## src/rtl/qbs_pkg.sv

```systemverilog
package qbs_pkg;
  localparam int unsigned QW = 16;

  // frame carries a QoS control field: data type and upper subtype bit set
  function automatic logic qbs_is_qos(input logic [QW-1:0] fc);
    return (fc[3:2] == 2'b10) && fc[7];
  endfunction

  // keep the low byte of the QoS word, place the status byte above it
  function automatic logic [QW-1:0] qbs_merge(input logic [QW-1:0] qos,
                                              input logic [7:0]    status);
    return {status, qos[7:0]};
  endfunction
endpackage

```

## src/rtl/qbs_bank.sv

```systemverilog
module qbs_bank #(
  parameter int unsigned NUM_TID = 16,
  parameter int unsigned BYTE_W  = 8,
  parameter int unsigned ADDR_W  = 5,
  parameter int unsigned TID_W   = 4
) (
  input  logic              clk,
  input  logic              rst_n,
  input  logic              wr_en,
  input  logic [ADDR_W-1:0] wr_addr,
  input  logic [BYTE_W-1:0] wr_data,
  input  logic [TID_W-1:0]  rd_tid,
  input  logic              rd_sum,
  output logic [BYTE_W-1:0] rd_byte
);
  logic [BYTE_W-1:0] tid_q [NUM_TID];
  logic [BYTE_W-1:0] sum_q;

  for (genvar t = 0; t < NUM_TID; t++) begin : g_tid
    always_ff @(posedge clk) begin
      if (!rst_n)                                   tid_q[t] <= '0;
      else if (wr_en && (wr_addr == ADDR_W'(t)))    tid_q[t] <= wr_data;
    end
  end

  always_ff @(posedge clk) begin
    if (!rst_n)                                     sum_q <= '0;
    else if (wr_en && (wr_addr == ADDR_W'(NUM_TID))) sum_q <= wr_data;
  end

  assign rd_byte = rd_sum ? sum_q : tid_q[rd_tid];
endmodule

```

## src/rtl/qbs_pick.sv

```systemverilog
module qbs_pick #(
  parameter int unsigned NUM_STA = 2,
  parameter int unsigned BYTE_W  = 8,
  parameter int unsigned STA_W   = 1
) (
  input  logic [NUM_STA-1:0][BYTE_W-1:0] bank_bytes,
  input  logic [STA_W-1:0]               sel,
  output logic [BYTE_W-1:0]              picked
);
  always_comb begin
    picked = '0;
    for (int b = 0; b < NUM_STA; b++)
      if (sel == STA_W'(b)) picked = bank_bytes[b];
  end
endmodule

```

## src/rtl/qos_bufstate_ovr.sv

```systemverilog
module qos_bufstate_ovr #(
  parameter int unsigned NUM_STA = 2,
  parameter int unsigned NUM_TID = 16,
  parameter int unsigned BYTE_W  = 8,
  localparam int unsigned STA_W  = (NUM_STA > 1) ? $clog2(NUM_STA) : 1,
  localparam int unsigned ADDR_W = $clog2(NUM_TID + 1),
  localparam int unsigned TID_W  = $clog2(NUM_TID)
) (
  input  logic              clk,
  input  logic              rst_n,
  input  logic              wr_en,
  input  logic [STA_W-1:0]  wr_sta,
  input  logic [ADDR_W-1:0] wr_addr,
  input  logic [BYTE_W-1:0] wr_data,
  input  logic              in_valid,
  input  logic [15:0]       in_fc,
  input  logic [15:0]       in_qos,
  input  logic              in_ovr_en,
  input  logic [STA_W-1:0]  in_sta,
  input  logic              in_src_sum,
  output logic              out_valid,
  output logic [15:0]       out_qos
);
  import qbs_pkg::*;

  logic [NUM_STA-1:0][BYTE_W-1:0] bank_bytes;
  logic [BYTE_W-1:0]              status_byte;
  logic                           rewrite_hit;
  logic [15:0]                    qos_next;

  for (genvar b = 0; b < NUM_STA; b++) begin : g_bank
    logic bank_we;
    assign bank_we = wr_en && (wr_sta == STA_W'(b));
    qbs_bank #(
      .NUM_TID(NUM_TID), .BYTE_W(BYTE_W), .ADDR_W(ADDR_W), .TID_W(TID_W)
    ) u_bank (
      .clk    (clk),
      .rst_n  (rst_n),
      .wr_en  (bank_we),
      .wr_addr(wr_addr),
      .wr_data(wr_data),
      .rd_tid (in_qos[TID_W-1:0]),
      .rd_sum (in_src_sum),
      .rd_byte(bank_bytes[b])
    );
  end

  qbs_pick #(.NUM_STA(NUM_STA), .BYTE_W(BYTE_W), .STA_W(STA_W)) u_pick (
    .bank_bytes(bank_bytes),
    .sel       (in_sta),
    .picked    (status_byte)
  );

  assign rewrite_hit = in_valid && in_ovr_en && qbs_is_qos(in_fc);
  assign qos_next    = rewrite_hit ? qbs_merge(in_qos, status_byte) : in_qos;

  always_ff @(posedge clk) begin
    if (!rst_n) begin
      out_valid <= 1'b0;
      out_qos   <= '0;
    end else begin
      out_valid <= in_valid;
      if (in_valid) out_qos <= qos_next;
    end
  end
endmodule

```

## config.mk

```make
export PLATFORM = sky130hd
export DESIGN_NAME = qos_bufstate_ovr
export DESIGN_NICKNAME = d
export VERILOG_FILES = /design/src/rtl/qbs_pkg.sv /design/src/rtl/qbs_bank.sv /design/src/rtl/qbs_pick.sv /design/src/rtl/qos_bufstate_ovr.sv
export SDC_FILE = /design/constraint.sdc
export NUM_CORES = 1
export LEC_CHECK = 0
export BUFFER_PORTS_ARGS = -buffer_cell sky130_fd_sc_hd__clkbuf_2
export CELL_PAD_IN_SITES_DETAIL_PLACEMENT = 0
export CELL_PAD_IN_SITES_GLOBAL_PLACEMENT = 1
export CORE_UTILIZATION = 24
export DETAILED_ROUTE_END_ITERATION = 6
export PLACE_DENSITY_LB_ADDON = 0.1
export SYNTH_ARGS = -nofsm -noshare
export SYNTH_HDL_FRONTEND = slang
export SYNTH_HIERARCHICAL = 1
export SYNTH_SLANG_ARGS = --single-unit
```

## constraint.sdc

```tcl
create_clock -name clk -period 2.57 [get_ports clk]
set_input_delay 0.514 -clock clk [delete_from_list [all_inputs] [get_ports clk]]
set_output_delay 0.514 -clock clk [all_outputs]
set_load 0.01 [all_outputs]
```

== Yosys cells after proc, flatten, opt, wreduce, memory -nomap -nowiden ==
Memory sizes are Yosys's and may differ from the RTL's.
Cells that the tools add are included.

* Register bits: 33
* Memory bits (writable): 256
* Input bits: 53
* Output and inout bits: 17
* Logic and storage cells: 229
* Memories: 2

{| class="wikitable"
|+ Memories
! name !! depth !! width !! rd ports !! clocked after Yosys merged registers in !! write ports !! line !! text
|-
| g_bank[0].u_bank.tid_q || 16 || 8 || 1 || 0 || 16 || qbs_bank.sv:16 || <nowiki>logic [BYTE_W-1:0] tid_q [NUM_TID];</nowiki>
|-
| g_bank[1].u_bank.tid_q || 16 || 8 || 1 || 0 || 16 || qbs_bank.sv:16 ||
|}

* Equal/unequal tests: 17
* Muxes and demuxes: 133
* Bitwise gates (word level): 33
* Reductions and logical operators: 40

{| class="wikitable"
|+ Operators by type and width
! operator !! number
|-
| two-way mux 8 bit || 35
|-
| two-way mux 1 bit || 97
|-
| equality test 5 x 4 -> 1 bit (second input constant) || 8
|-
| logical AND 1 bit || 39
|-
| bitwise OR 1 bit || 32
|-
| equality test 5 x 3 -> 1 bit (second input constant) || 4
|-
| two-way mux 16 bit || 1
|-
| equality test 5 x 2 -> 1 bit (second input constant) || 2
|-
| equality test 5 x 1 -> 1 bit (second input constant) || 1
|-
| equality test 5 bit (second input constant) || 1
|-
| zero test 5 bit || 1
|-
| equality test 2 bit (second input constant) || 1
|-
| inverter 1 bit || 1
|}

== Longest topological paths before layout ==
* Depth after elaboration: 7
* Depth in mapped cells: 9
* Depth with buffers taken out: 6

== Hierarchy ==
The synthesis kept the hierarchy.

{| class="wikitable"
|+ Modules (own cells, without submodules)
! module !! instances !! cells each !! area an instance (µm²) !! sequential area each (µm²)
|-
| qbs_bank || 2 || 432 || 6453.7 || 4003.8
|-
| qos_bufstate_ovr || 1 || 75 || 696.9 || 340.3
|-
| qbs_pick || 1 || 9 || 131.4 || 0.0
|}

== Worst setup path before layout ==
No wires, ideal clock.

* Kind: input -> register
* From: input port wr_en
* To: memory g_bank[0].u_bank.tid_q[0][0], enable pin
* Setup time: 384 ps
* Data arrival time: 2055 ps
* Data required time: 2186 ps
* Path slack: 131 ps
* Stages on the path: 4
* Buffers on the path: 1
* Cell sequence: nor2b_1 -> or4b_4 -> buf_6 -> o21ai_0

{| class="wikitable"
|+ RTL lines
! what !! line !! text
|-
| start: declaration || qos_bufstate_ovr.sv:11 || <nowiki>input logic wr_en,</nowiki>
|-
| end: declaration || qbs_bank.sv:16 ||
|}

==> impl_metrics.json <==
{
  "h-tree-depth": 2,
  "postSynthAreaPerCell_um2": 14.5,
  "pre_cts_ws_ps": 27.3,
  "finalHoldViolCount": 0,
  "synthArstFlopShare_pct": 0,
  "syn_inst": 948,
  "rows": 87,
  "ys.flop_type": "edfxtp_1",
  "clock_latency_ps": 540,
  "stdcell_count": 1850,
  "final_util_pct": 29.1,
  "design.core.area_um2": 56500,
  "nets": 1121,
  "worst_slack_ps": 611,
  "drv_cap": 0,
  "grt_pass1_vias": 8283,
  "n_fill_cell": 5697,
  "dr.pass1.iters": 5,
  "grt.overflow.total": 0,
  "dieHeight_um": 241,
  "dp_hpwl_mm": 26.1,
  "cts_buffers": 37,
  "hp-class": "in2reg",
  "routed_wl_mm": 40.6,
  "cp.arrival_ps": 2350,
  "initial_utilization_pct": 24.3,
  "worst_ep_required_time_ps": 2970,
  "clk_pin_slew_worst_paths_ps": 50,
  "hold_depth": 3,
  "dpl-instance-area_um2": 15300,
  "cts_resized": 0,
  "drc": 0,
  "start_kind": "primary input",
  "worstPathMaxFanout": 17,
  "clock_skew_ps": 13.1,
  "vias_per_cell": 4.26,
  "cts_sinks": 289,
  "rsz0062_at_grt": "no",
  "p_leak_nw": 5.75,
  "synth_fp_nets": 1001,
  "synthToLayoutAreaGrowth_pct": 19.6,
  "antenna_found_initial": 3,
  "hold_path_startpoint": "in_qos[13]",
  "die_x_um": 241,
  "setup_viol": 0,
  "io_buffers": 56,
  "post_drt_wl_per_cell_um": 21.9,
  "synth_warnings": 6,
  "rr_startpoint": "g_bank[0].u_bank/tid_q[14][6]$_SDFFCE_PN0P_",
  "r2r_setup_slack_ps": 630,
  "power.density_nw_per_um2": 686,
  "synth_cell_types": 35,
  "drive_gt1_share_pct": 27.4,
  "hold_path_end": "out_qos[13]$_SDFFE_PN0P_",
  "cts_buffer_depth": 3,
  "reg2reg_to": "out_qos[14]$_SDFFE_PN0P_",
  "dieArea_um2": 58200,
  "syn-cell-area_um2": 13700,
  "ys_ff_latch": 289,
  "post_cts_buffers": 0,
  "final.setup.tns_ps": 0,
  "holdBufCountCts": 0,
  "synth_seq_area_share_pct": 60.8,
  "status": "finished, final reports clean",
  "fin_crit_ps": 1960,
  "grt_pass1_wl_mm": 59.4,
  "max-vdd-ir-drop_v": 0.000331,
  "tightest_slew_ps": 936,
  "slew_headroom_pct": 37.6,
  "drv_slew": 0,
  "grtUsageTotal_pct": 14.3,
  "crit_type": "in2reg",
  "synth_edf_count": 256,
  "clock-root-buffer": "clkbuf_16",
  "finalCritPeriodShare_pct": 76.2,
  "io_pins": 70,
  "placed_cells": 1785,
  "r2r.worst_path.cells": 7,
  "grt_max_degree": 40,
  "final_area_um2": 16400,
  "vias": 7880,
  "place_congestion": 0.716,
  "cts_tree": "yes",
  "cp-end-kind": "flip-flop",
  "drt_iter0_drc": 463,
  "drt.antenna.violating_nets": 0,
  "fmax_ghz": 0.510
}
-- how the worst max path moves through the flow --
stage	start	endpoint	slack [ps]	cells after the start
finish	in_qos[1]	out_qos[15]$_SDFFE_PN0P_	610	8
floorplan	wr_en	g_bank[0].u_bank/tid_q[0][0]$_SDFFCE_PN0P_	130	4
CTS	g_bank[0].u_bank/tid_q[14][6]$_SDFFCE_PN0P_	out_qos[14]$_SDFFE_PN0P_	610	7
global route	in_qos[2]	out_qos[14]$_SDFFE_PN0P_	510	10
detailed placement	in_qos[2]	out_qos[8]$_SDFFE_PN0P_	30	8
global placement	in_qos[2]	out_qos[8]$_SDFFE_PN0P_	40	8
-- metal layers --
layer	routed length [µm]	track usage (%)	vias to the layer above
met5	23	0	-
met4	617	3.22	4
met3	1810	3.04	45
met2	17700	21.9	142
met1	20500	20.7	3917
li1	-	-	3772
-- where the power goes --
group / switching (mW) / internal, mW
Combinational: 0.584 / 0.428
Sequential: 0.0663 / 5.34
Clock: 1.99 / 2.86
Total: 2.64 / 8.63
-- sequential cells by signal, summed over array words and instances, names as in the netlist --
register,flops
out_qos,16
g_bank.u_bank/sum_q,16
g_bank.u_bank/tid_q,256
out_valid,1
-- worst max-delay path, cell delays in order --
cell	delay (ps)
buf_4	130
buf_12	190
mux4_2	550
o22ai_1	370
a221oi_2	110
mux2_4	300
nand2_1	80
a31oi_1	80
-- cells in the mapped netlist, types with 3 or more instances --
master	instances	area share, %
nand4b_1	3	0.19
buf_6	14	1.1
nor2_1	36	0.98
o21ai_0	55	2.0
a221oi_2	16	1.7
o22ai_1	16	0.73
buf_4	5	0.27
a21boi_0	16	0.87
clkbuf_1	32	0.87
edfxtp_1	256	56
buf_2	5	0.18
dfxtp_1	33	4.8
nor2_4	8	0.66
buf_8	4	0.44
and2_1	258	12
nor2b_1	11	0.50
nand4bb_1	6	0.49
mux4_2	64	10
mux2_4	8	0.87
nand3_1	18	0.66
nand3b_1	4	0.22
a31oi_1	8	0.36
nand2_1	18	0.49
mux2i_1	24	1.7
nand2b_1	6	0.27
or2_2	4	0.18
nor2_2	6	0.27
-- metrics by stage --
stage,hold slack [ps],power [mW]
2_1_floorplan,458,6.05
6_report,221,11.3
5_1_grt,206,11.7
4_1_cts,177,11.5
3_3_place_gp,474,6.55
3_5_place_dp,475,6.55
-- cell type report --
| class | instances | area (µm²) | share of cell area (%) |
|---|---|---|---|
| clock inverter | 13 | 83.8 | 0.510 |
| tap | 756 | 946 | 5.76 |
| antenna | 1 | 2.50 | 0.0152 |
| inverter | 2 | 7.51 | 0.0457 |
| clock buffer | 51 | 1020 | 6.22 |
| sequential | 289 | 8350 | 50.8 |
| timing repair buffer | 145 | 1050 | 6.41 |
| multi-input combinational | 593 | 4960 | 30.2 |
-- cell usage in the layout, fill, tap and decap left out, drive strengths merged --
cell / n
inv: 3
a31oi: 8
edfxtp: 256
buf: 91
nand2b: 6
clkinv: 11
nand4bb: 6
dfxtp: 33
o21ai: 56
and2: 258
clkbuf: 105
nand4b: 3
mux4: 64
a21boi: 16
o22ai: 16
nand2: 18
or3b: 2
bufinv: 1
nand3: 18
mux2i: 24
and4bb: 2
mux2: 8
or2: 4
diode: 1
and4b: 1
nor2b: 11
or4b: 2
nor2: 50
nand3b: 4
a221oi: 16
-- kinds of logic (layout without fill, tap and decap cells) --
logic type | count (synthesis) | in the layout | share of synthesized area [%]
and+or+nand+nor | 385 | 385 | 17.3
DFF | 289 | 289 | 60.8
AOI/OAI and AO/OA | 112 | 112 | 5.76
muxes | 96 | 96 | 13.1
buffers and inverters | 66 | 211 | 3.10
other | 0 | 1 | 0
Power figures use the tool's default switching activity.
